**src/rtl/rtc_cal_pkg.sv**
```systemverilog
package rtc_cal_pkg;
  localparam int unsigned ADDR_W = 3;

  typedef enum logic [ADDR_W-1:0] {
    SEL_SEC   = 3'd0,
    SEL_MIN   = 3'd1,
    SEL_HOUR  = 3'd2,
    SEL_DOW   = 3'd3,
    SEL_DATE  = 3'd4,
    SEL_MONTH = 3'd5,
    SEL_YEAR  = 3'd6,
    SEL_NONE  = 3'd7
  } reg_sel_e;

  function automatic logic [7:0] bcd_inc(input logic [7:0] v);
    if (v[3:0] >= 4'd9) return {v[7:4] + 4'd1, 4'd0};
    return {v[7:4], v[3:0] + 4'd1};
  endfunction

  // value mod 4 == (2*tens + units) mod 4
  function automatic logic leap_year(input logic [7:0] y);
    logic [3:0] s;
    s = y[3:0] + {2'b00, y[4], 1'b0};
    return s[1:0] == 2'b00;
  endfunction

  function automatic logic [7:0] last_date(input logic [7:0] m, input logic [7:0] y);
    case (m)
      8'h02:                      return leap_year(y) ? 8'h29 : 8'h28;
      8'h04, 8'h06, 8'h09, 8'h11: return 8'h30;
      default:                    return 8'h31;
    endcase
  endfunction
endpackage

```
**src/rtl/rtc_bcd_ctr.sv**
```systemverilog
module rtc_bcd_ctr
  import rtc_cal_pkg::*;
#(
  parameter logic [7:0] FIRST = 8'h00
) (
  input  logic       clk_i,
  input  logic       rst_ni,
  input  logic       inc_i,
  input  logic       ld_i,
  input  logic [7:0] ld_val_i,
  input  logic [7:0] last_i,
  output logic [7:0] val_o,
  output logic       wrap_o
);
  logic [7:0] val_q;
  logic       at_end;

  assign at_end = (val_q >= last_i);
  assign wrap_o = inc_i & ~ld_i & at_end;
  assign val_o  = val_q;

  always_ff @(posedge clk_i or negedge rst_ni) begin
    if (!rst_ni)     val_q <= FIRST;
    else if (ld_i)   val_q <= ld_val_i;
    else if (inc_i)  val_q <= at_end ? FIRST : bcd_inc(val_q);
  end
endmodule

```
**src/rtl/rtc_hour_ctr.sv**
```systemverilog
module rtc_hour_ctr
  import rtc_cal_pkg::*;
(
  input  logic       clk_i,
  input  logic       rst_ni,
  input  logic       inc_i,
  input  logic       ld_i,
  input  logic [7:0] ld_val_i,
  output logic [7:0] hour_o,
  output logic       day_o
);
  logic [7:0] hour_q, nxt, d12, d24, inc12;
  logic       mode12, pm;

  assign mode12 = hour_q[7];
  assign pm     = hour_q[5];
  assign d12    = {3'b000, hour_q[4:0]};
  assign d24    = {2'b00, hour_q[5:0]};
  assign inc12  = bcd_inc(d12);

  always_comb begin
    if (mode12) begin
      if (d12 == 8'h11)      nxt = {2'b10, ~pm, 5'h12};
      else if (d12 >= 8'h12) nxt = {2'b10, pm, 5'h01};
      else                   nxt = {2'b10, pm, inc12[4:0]};
    end else begin
      nxt = (d24 >= 8'h23) ? 8'h00 : bcd_inc(d24);
    end
  end

  assign day_o  = inc_i & ~ld_i & (mode12 ? (d12 == 8'h11 && pm) : (d24 >= 8'h23));
  assign hour_o = hour_q;

  always_ff @(posedge clk_i or negedge rst_ni) begin
    if (!rst_ni)    hour_q <= 8'h00;
    else if (ld_i)  hour_q <= ld_val_i & 8'hBF;
    else if (inc_i) hour_q <= nxt;
  end
endmodule

```
**src/rtl/rtc_calendar.sv**
```systemverilog
module rtc_calendar
  import rtc_cal_pkg::*;
#(
  parameter int unsigned AW = ADDR_W
) (
  input  logic          clk_i,
  input  logic          rst_ni,
  input  logic          tick_i,
  input  logic          wr_en_i,
  input  logic [AW-1:0] wr_addr_i,
  input  logic [7:0]    wr_data_i,
  input  logic [AW-1:0] rd_addr_i,
  output logic [7:0]    rd_data_o
);
  localparam int unsigned NREG = 7;

  logic [NREG-1:0] ld;
  logic [7:0] sec_q, min_q, hour_q, dow_q, date_q, month_q, year_q;
  logic sec_c, min_c, day_c, dow_c, date_c, month_c, year_c;

  for (genvar k = 0; k < NREG; k++) begin : g_dec
    assign ld[k] = wr_en_i && (wr_addr_i == AW'(k));
  end

  rtc_bcd_ctr #(.FIRST(8'h00)) u_sec (
    .clk_i, .rst_ni, .inc_i(tick_i), .ld_i(ld[SEL_SEC]), .ld_val_i(wr_data_i),
    .last_i(8'h59), .val_o(sec_q), .wrap_o(sec_c));

  rtc_bcd_ctr #(.FIRST(8'h00)) u_min (
    .clk_i, .rst_ni, .inc_i(sec_c), .ld_i(ld[SEL_MIN]), .ld_val_i(wr_data_i),
    .last_i(8'h59), .val_o(min_q), .wrap_o(min_c));

  rtc_hour_ctr u_hour (
    .clk_i, .rst_ni, .inc_i(min_c), .ld_i(ld[SEL_HOUR]), .ld_val_i(wr_data_i),
    .hour_o(hour_q), .day_o(day_c));

  rtc_bcd_ctr #(.FIRST(8'h01)) u_dow (
    .clk_i, .rst_ni, .inc_i(day_c), .ld_i(ld[SEL_DOW]), .ld_val_i(wr_data_i),
    .last_i(8'h07), .val_o(dow_q), .wrap_o(dow_c));

  rtc_bcd_ctr #(.FIRST(8'h01)) u_date (
    .clk_i, .rst_ni, .inc_i(day_c), .ld_i(ld[SEL_DATE]), .ld_val_i(wr_data_i),
    .last_i(last_date(month_q, year_q)), .val_o(date_q), .wrap_o(date_c));

  rtc_bcd_ctr #(.FIRST(8'h01)) u_month (
    .clk_i, .rst_ni, .inc_i(date_c), .ld_i(ld[SEL_MONTH]), .ld_val_i(wr_data_i),
    .last_i(8'h12), .val_o(month_q), .wrap_o(month_c));

  rtc_bcd_ctr #(.FIRST(8'h00)) u_year (
    .clk_i, .rst_ni, .inc_i(month_c), .ld_i(ld[SEL_YEAR]), .ld_val_i(wr_data_i),
    .last_i(8'h99), .val_o(year_q), .wrap_o(year_c));

  always_comb begin
    case (rd_addr_i)
      AW'(SEL_SEC):   rd_data_o = sec_q;
      AW'(SEL_MIN):   rd_data_o = min_q;
      AW'(SEL_HOUR):  rd_data_o = hour_q;
      AW'(SEL_DOW):   rd_data_o = dow_q;
      AW'(SEL_DATE):  rd_data_o = date_q;
      AW'(SEL_MONTH): rd_data_o = month_q;
      AW'(SEL_YEAR):  rd_data_o = year_q;
      default:        rd_data_o = 8'h00;
    endcase
  end

  logic unused_c;
  assign unused_c = dow_c ^ year_c;
endmodule

```
**config.mk**
```make
export PLATFORM = sky130hd
export DESIGN_NAME = rtc_calendar
export DESIGN_NICKNAME = d
export VERILOG_FILES = /design/src/rtl/rtc_cal_pkg.sv /design/src/rtl/rtc_bcd_ctr.sv /design/src/rtl/rtc_hour_ctr.sv /design/src/rtl/rtc_calendar.sv
export SDC_FILE = /design/constraint.sdc
export NUM_CORES = 1
export LEC_CHECK = 0
export BUFFER_PORTS_ARGS = -buffer_cell sky130_fd_sc_hd__clkbuf_2
export CORE_MARGIN = 4
export CORE_UTILIZATION = 23
export DETAILED_ROUTE_END_ITERATION = 10
export PLACE_DENSITY = 0.38
export SLEW_MARGIN = 5
export SYNTH_ARGS = -nofsm -noshare
export SYNTH_HDL_FRONTEND = slang
export SYNTH_SLANG_ARGS = --single-unit
```
**constraint.sdc**
```tcl
create_clock -name clk_i -period 3.7 [get_ports clk_i]
set_input_delay 0.37 -clock clk_i [delete_from_list [all_inputs] [get_ports clk_i]]
set_output_delay 0.37 -clock clk_i [all_outputs]
set_load 0.02 [all_outputs]
```
# Yosys cells after proc, flatten, opt, wreduce, memory -nomap -nowiden
# Cells that the tools add are included.
# W data, S select, Z words.
[word_totals]
ff_bits = 56
latch_bits = 0
ramBits = 0
mem_bits_ro = 0
in_bits = 18
out_inout_bits = 8
word_cells = 180
memories = 0
[classes]
addsub = 16
multipliers = 0
div = 0
magnitude_cmp = 15
eq_ne = 20
shifts = 0
mux = 64
bitwise_logic = 16
n_reduce_logical = 34
[ops]
columns = ["op", "n"]
rows = [
  ["$mux W8", 37],
  ["$pmux W8 S7", 1],
  ["$add A4 B1 Y4 const B", 13],
  ["$ge A4 B4 Y1 const B", 7],
  ["$mux W1", 22],
  ["$eq A3 B3 Y1 const B", 6],
  ["$reduce_bool A3 Y1", 6],
  ["$eq A8 B3 Y1 const B", 2],
  ["$ge A8 B7 Y1 const B", 2],
  ["$mux W5", 3],
  ["$reduce_bool A2 Y1", 7],
  ["$eq A3 B2 Y1 const B", 4],
  ["$reduce_and A2 Y1", 6],
  ["$and A1 B1 Y1", 10],
  ["$pmux W5 S2", 1],
  ["$eq A8 B2 Y1 const B", 1],
  ["$eq A8 B4 Y1 const B", 1],
  ["$eq A8 B5 Y1 const B", 1],
  ["$ge A8 B3 Y1 const B", 1],
  ["$ge A8 B5 Y1 const B", 1],
  ["$ge A8 B6 Y1", 1],
  ["$ge A8 B8 Y1 const B", 1],
  ["$logic_and A1 B1 Y1", 8],
  ["$eq A3 B1 Y1 const B", 2],
  ["other kinds (14)", 21],
]

# Logic depth before layout (Yosys ltp)
[logic_depth]
word_depth = 19
mapped_depth = 15
depth_no_buf = 14

# Hierarchy
# A second synthesis with hierarchy kept.
[hier_totals]
cells_unflattened = 682
hier_area_um2 = 6020.8
[modules_own_cells]
columns = ["mod", "n_inst", "cells_each", "area_each_um2", "seq_area_each_um2"]
rows = [
  ["rtc_bcd_ctr at u_min ...", 3, 90, 795.8, 200.2],
  ["rtc_bcd_ctr at u_date ...", 3, 88, 778.2, 201.4],
  ["rtc_hour_ctr", 1, 75, 688.2, 200.2],
  ["rtc_calendar", 1, 73, 610.6, 0.0],
]

# Least setup slack after synthesis
# OpenSTA, ideal clock, no wires.
[synth_path]
path_kind = "register -> register"
from = "reg u_month.val_q[0] (netlist: u_month.val_o[0])"
to = "reg u_year.val_q[2] (netlist: u_year.val_o[2])"
setup_time_ns = 0.126
t_arrival_ns = 2.874
t_required_ns = 3.574
setup_slack_ns = 0.700
stages_incl_launch_ff = 15
path_buffers = 1
period_less_slack_ns = 3.000
cell_sequence = "dfstp_2 -> inv_1 -> ha_1 -> o211ai_1 -> o21ai_0 -> nand3_1 -> o21a_1 -> ha_1 -> nor4b_1 -> o221ai_1 -> and4_1 -> and3_1 -> clkbuf_1 -> a31oi_1 -> a21oi_1"
[synth_between]
elab_chain_len = 8
word_cells_on_any_way = 13
cone_classes = "2 x order compare; 5 x eq/ne; 1 x mux; 3 x bitwise; 2 x reduce/logical"
[synth_rtl]
columns = ["item", "line", "text"]
rows = [
  ["start, declared", "rtc_bcd_ctr.sv:15", "logic [7:0] val_q;"],
  ["start signal, assigned", "rtc_bcd_ctr.sv:24", "else if (ld_i) val_q <= ld_val_i;"],
  ["start signal, assigned", "rtc_bcd_ctr.sv:25", "else if (inc_i) val_q <= at_end ? FIRST : bcd_inc(val_q);"],
  ["$eq A8 B3 Y1 (tied with other cells)", "rtc_cal_pkg.sv:28", "case (m)"],
  ["$reduce_or A4 Y1", "rtc_cal_pkg.sv:28", ""],
  ["$pmux W5 S2", "rtc_cal_pkg.sv:28", ""],
  ["$ge A8 B6 Y1", "rtc_bcd_ctr.sv:18", "assign at_end = (val_q >= last_i);"],
  ["$and A1 B1 Y1 (2 in a row)", "rtc_bcd_ctr.sv:19", "assign wrap_o = inc_i & ~ld_i & at_end;"],
  ["$and A1 B1 Y1 *", "rtc_bcd_ctr.sv:19", ""],
  ["$reduce_bool A2 Y1 (no line) *", "n/a", ""],
  ["end signal, assigned", "rtc_bcd_ctr.sv:24", ""],
  ["end signal, assigned", "rtc_bcd_ctr.sv:25", ""],
  ["end, declared", "rtc_bcd_ctr.sv:15", ""],
]
# Every way passes the cells marked *; elsewhere a longest branch is shown, timed or not.
# A chain may end at the register's enable or synchronous reset.

# Worst setup path after layout
[layout_path]
from = "reg u_month.val_q[0] (netlist: u_month.val_o[0])"
to = "reg u_year.val_q[7] (netlist: u_year.val_o[7])"
[layout_between]
elab_chain_len = 9
word_cells_on_any_way = 14
cone_classes = "2 x order compare; 5 x eq/ne; 1 x mux; 3 x bitwise; 3 x reduce/logical"
[layout_rtl]
columns = ["item", "line"]
rows = [
  ["$eq A8 B3 Y1 (tied with other cells)", "rtc_cal_pkg.sv:28"],
  ["$reduce_or A4 Y1", "rtc_cal_pkg.sv:28"],
  ["$pmux W5 S2", "rtc_cal_pkg.sv:28"],
  ["$ge A8 B6 Y1", "rtc_bcd_ctr.sv:18"],
  ["$and A1 B1 Y1 (2 in a row)", "rtc_bcd_ctr.sv:19"],
  ["$and A1 B1 Y1 *", "rtc_bcd_ctr.sv:19"],
  ["$reduce_bool A2 Y1 (no line) *", "n/a"],
  ["$reduce_and A2 Y1 (no line) *", "n/a"],
]
# Marks and branches as above.

==> impl_metrics.env <==
export IMPL_outcome="complete, no violations"
export IMPL_clk_transition_reported_paths_ns=0.08
export IMPL_synthesis_yosys_warnings=0
export IMPL_synth_cells=527
export IMPL_cap_violations=0
export IMPL_worst_hold_path_type="input port to async pin"
export IMPL_fin_cells=810
export IMPL_report_power_total_uw=3050
export IMPL_setup_viol=0
export IMPL_power_leakage_uw=0.00220
export IMPL_grt_first_pass_wirelength_um=24800
export IMPL_critical_path_class="register to register"
export IMPL_antenna_diode_count=0
export IMPL_floorplan_die_area_sq_um=22500
export IMPL_netlist_top_cells_area="dfrtp_1 29%, ha_1 11%, o21ai_0 4.3%"
export IMPL_postSynthRegisterBits=56
export IMPL_cts_tree="done"
export IMPL_slowest_stage="dfstp_2"
export IMPL_critPathLaunch="u_month.val_o[0]"
export IMPL_synth_enable_flop_cells=0
export IMPL_clk_lat_worst_skew_ns=0.32
export IMPL_routed_wirelength_um=15900
export IMPL_multi_input_comb_area_sq_um=3020
export IMPL_grtUsageTotal_pct=14.6
export IMPL_first_global_vias=4056
export IMPL_detailedPlacementHpwl_um=11900
export IMPL_cp_end_kind="register"
export IMPL_avgSynthCellArea_sq_um=8.82
export IMPL_dpl_cell_count=802
export IMPL_routed_via_density=5.04
export IMPL_die_width_um=150
export IMPL_cts_htree_levels=2
export IMPL_drt_iter0_drc=307
export IMPL_yosys_area_top_type="dfrtp_1"
export IMPL_setup_tns_final_ns=0
export IMPL_cp_buffers_inverters=1
export IMPL_final_period_utilization_pct=91.5
export IMPL_layout_cells_most_common_list="53 x dfrtp_1, 51 x nor2_1, 42 x ha_1"
export IMPL_start_util_pct=23.6
export IMPL_asyncSetResetFlopFracSynth_pct=100
export IMPL_max_slew_margin_pct=45.9
export IMPL_cts_buffer_depth=2
export IMPL_critical_path_cell_chain="inv_1 > ha_1 > o211ai_1 > o21ai_0 > nand3_1 > o21a_1 > ha_1 > nor4b_1 > o221ai_1 > and4_1 > and4_1 > a211oi_1 > a211o_1"
export IMPL_core_sq_um=19700
export IMPL_synth_seq_area_share_pct=30.2
export IMPL_number_of_antenna_violations_at_the_first_check_in_global_routing=0
export IMPL_share_of_cells_above_drive_strength_1_pct=13.6
export IMPL_antenna_left=0
export IMPL_timing_critical_path_arrival_ns=3.64
export IMPL_clk_root_buffer_cell="clkbuf_16"
export IMPL_layout_area_seq_sq_um=1410
export IMPL_overflow_left_after_global_routing=0
export IMPL_tightestPinTransition_ns=0.811
export IMPL_dpl_instance_area_sq_um=5050
export IMPL_syn_cell_area_sq_um=4650
export IMPL_mostFrequentLayoutCell="dfrtp_1"
export IMPL_detailedRoute_firstPassIterationCount=4
export IMPL_synth_cell_types=74
export IMPL_max_freq_mhz=296
export IMPL_power_density_nw_per_um2=584
export IMPL_finish_net_count=604
export IMPL_cts_hold_fix_buffers=0
export IMPL_reg2regPathDepth=13
export IMPL_r2r_start="u_month.val_o[0]"
export IMPL_pin_count_of_the_biggest_net_entering_global_routing=57
export IMPL_setup_repair_after_global_routing_missed_its_margin="no"
export IMPL_std_cell_rows=51
export IMPL_num_io_pins=26
export IMPL_synth_top_cell_area_share_pct=28.5
export IMPL_area_growth_syn_to_layout_pct=12.5
export IMPL_portBuffers=25
export IMPL_post_cts_buffers=0
export IMPL_cts_num_sinks=56
export IMPL_post_route_util_pct=26.6
export IMPL_hold_violations=0
export IMPL_post_route_cell_area_sq_um=5230
export IMPL_die_h_um=150
export IMPL_crit_path_start_kind="register"
export IMPL_layout_min_cycle_time_ns=3.38
export IMPL_worst_ep_required_time_ns=3.96
export IMPL_synthesis_nets=587
export IMPL_regToRegEndpoint="u_year.val_o[7]"
export IMPL_irDropWorstVdd_mv=0.220
export IMPL_gp_congestion=0.808
export IMPL_vias=4086
export IMPL_cts_buffers=5
export IMPL_drv_slew=0
export IMPL_post_cts_resized_instances=0
export IMPL_routedWlPerCell_um=19.6
export IMPL_route_detailed_drc=0
export IMPL_crit_path_max_incr_delay_ns=0.60
export IMPL_ff2ff_setup_slack_ns=0.32
export IMPL_nFillCells=2182
export IMPL_worst_clock_skew_ns=0.0118
export IMPL_cell_family_contributing_the_most_delay_on_the_critical_path="simple AND/OR/NAND/NOR gates"
export IMPL_synthFlopType="dfrtp_1"
export IMPL_maximum_fanout_count_along_the_critical_path=7
-- where the power goes --
part           total [uW]  switching (uW)  internal (uW)
Sequential           1170             364            809
Clock                 603             262            341
Combinational        1280             722            557
-- cells in the mapped netlist (all sizes together) (8+ instances only) --
library cell,instances
dfrtp,53
ha,42
o21ai,42
nand2,42
mux2i,12
clkbuf,14
mux4,8
nor2b,8
nor3,9
inv,35
a221o,11
a31oi,9
a211oi,8
nor2,51
a21oi,34
nand3,26
and3,9
mux2,9
-- registers in the layout, indices dropped and copies added, names as in the netlist --
signal and flops:
u_min.val_o 8, u_month.val_o 8, u_sec.val_o 8, u_date.val_o 8
u_hour.hour_o 8, u_year.val_o 8, u_dow.val_o 8
-- area by class of cell --
cell class                 instances  share of cell area [%]
sequential                        56                    26.9
inverter                          35                    2.51
multi-input combinational        416                    57.7
clock inverter                     2                   0.742
tap                              265                    6.34
timing repair buffer              30                    3.11
clock buffer                       6                    2.66
-- how the worst max path moves through the flow --
stage          depth (start not counted)               end
2_1_floorplan                         14   u_year.val_o[2]
3_3_place_gp                          13   u_year.val_o[6]
3_5_place_dp                          13   u_year.val_o[5]
4_1_cts                               13   u_year.val_o[6]
5_1_grt                               14  u_month.val_o[3]
6_report                              13   u_year.val_o[7]
-- kinds of logic after synthesis --
family | count (synthesis) | share of synthesized area, %
AO/OA/AOI/OAI | 150 | 21.4
XOR/XNOR | 1 | 0.189
adder cells (fa/ha/maj) | 42 | 11.3
buffers and inverters | 55 | 4.79
flip-flops | 56 | 30.2
multiplexers | 29 | 8.65
AND/OR/NAND/NOR | 194 | 23.4
-- routing by layer --
| metal | vias to the layer above | global-route usage (%) | routed length (um) |
|---|---|---|---|
| met5 | - | 0 | 0 |
| met4 | 0 | 3.52 | 218 |
| met3 | 12 | 2.20 | 481 |
| met2 | 51 | 24.2 | 7580 |
| met1 | 2032 | 20.1 | 7630 |
| li1 | 1991 | - | - |
-- metrics by stage --
step | setup WS (ns) | hold slack (ns)
floorplan | 0.700 | 0.0744
global placement | 0.476 | 0.511
detailed placement | 0.351 | 0.517
CTS | 0.339 | 0.255
global route | 0.0807 | 0.288
finish | 0.316 | 0.211
Power figures use the tool's default switching activity.
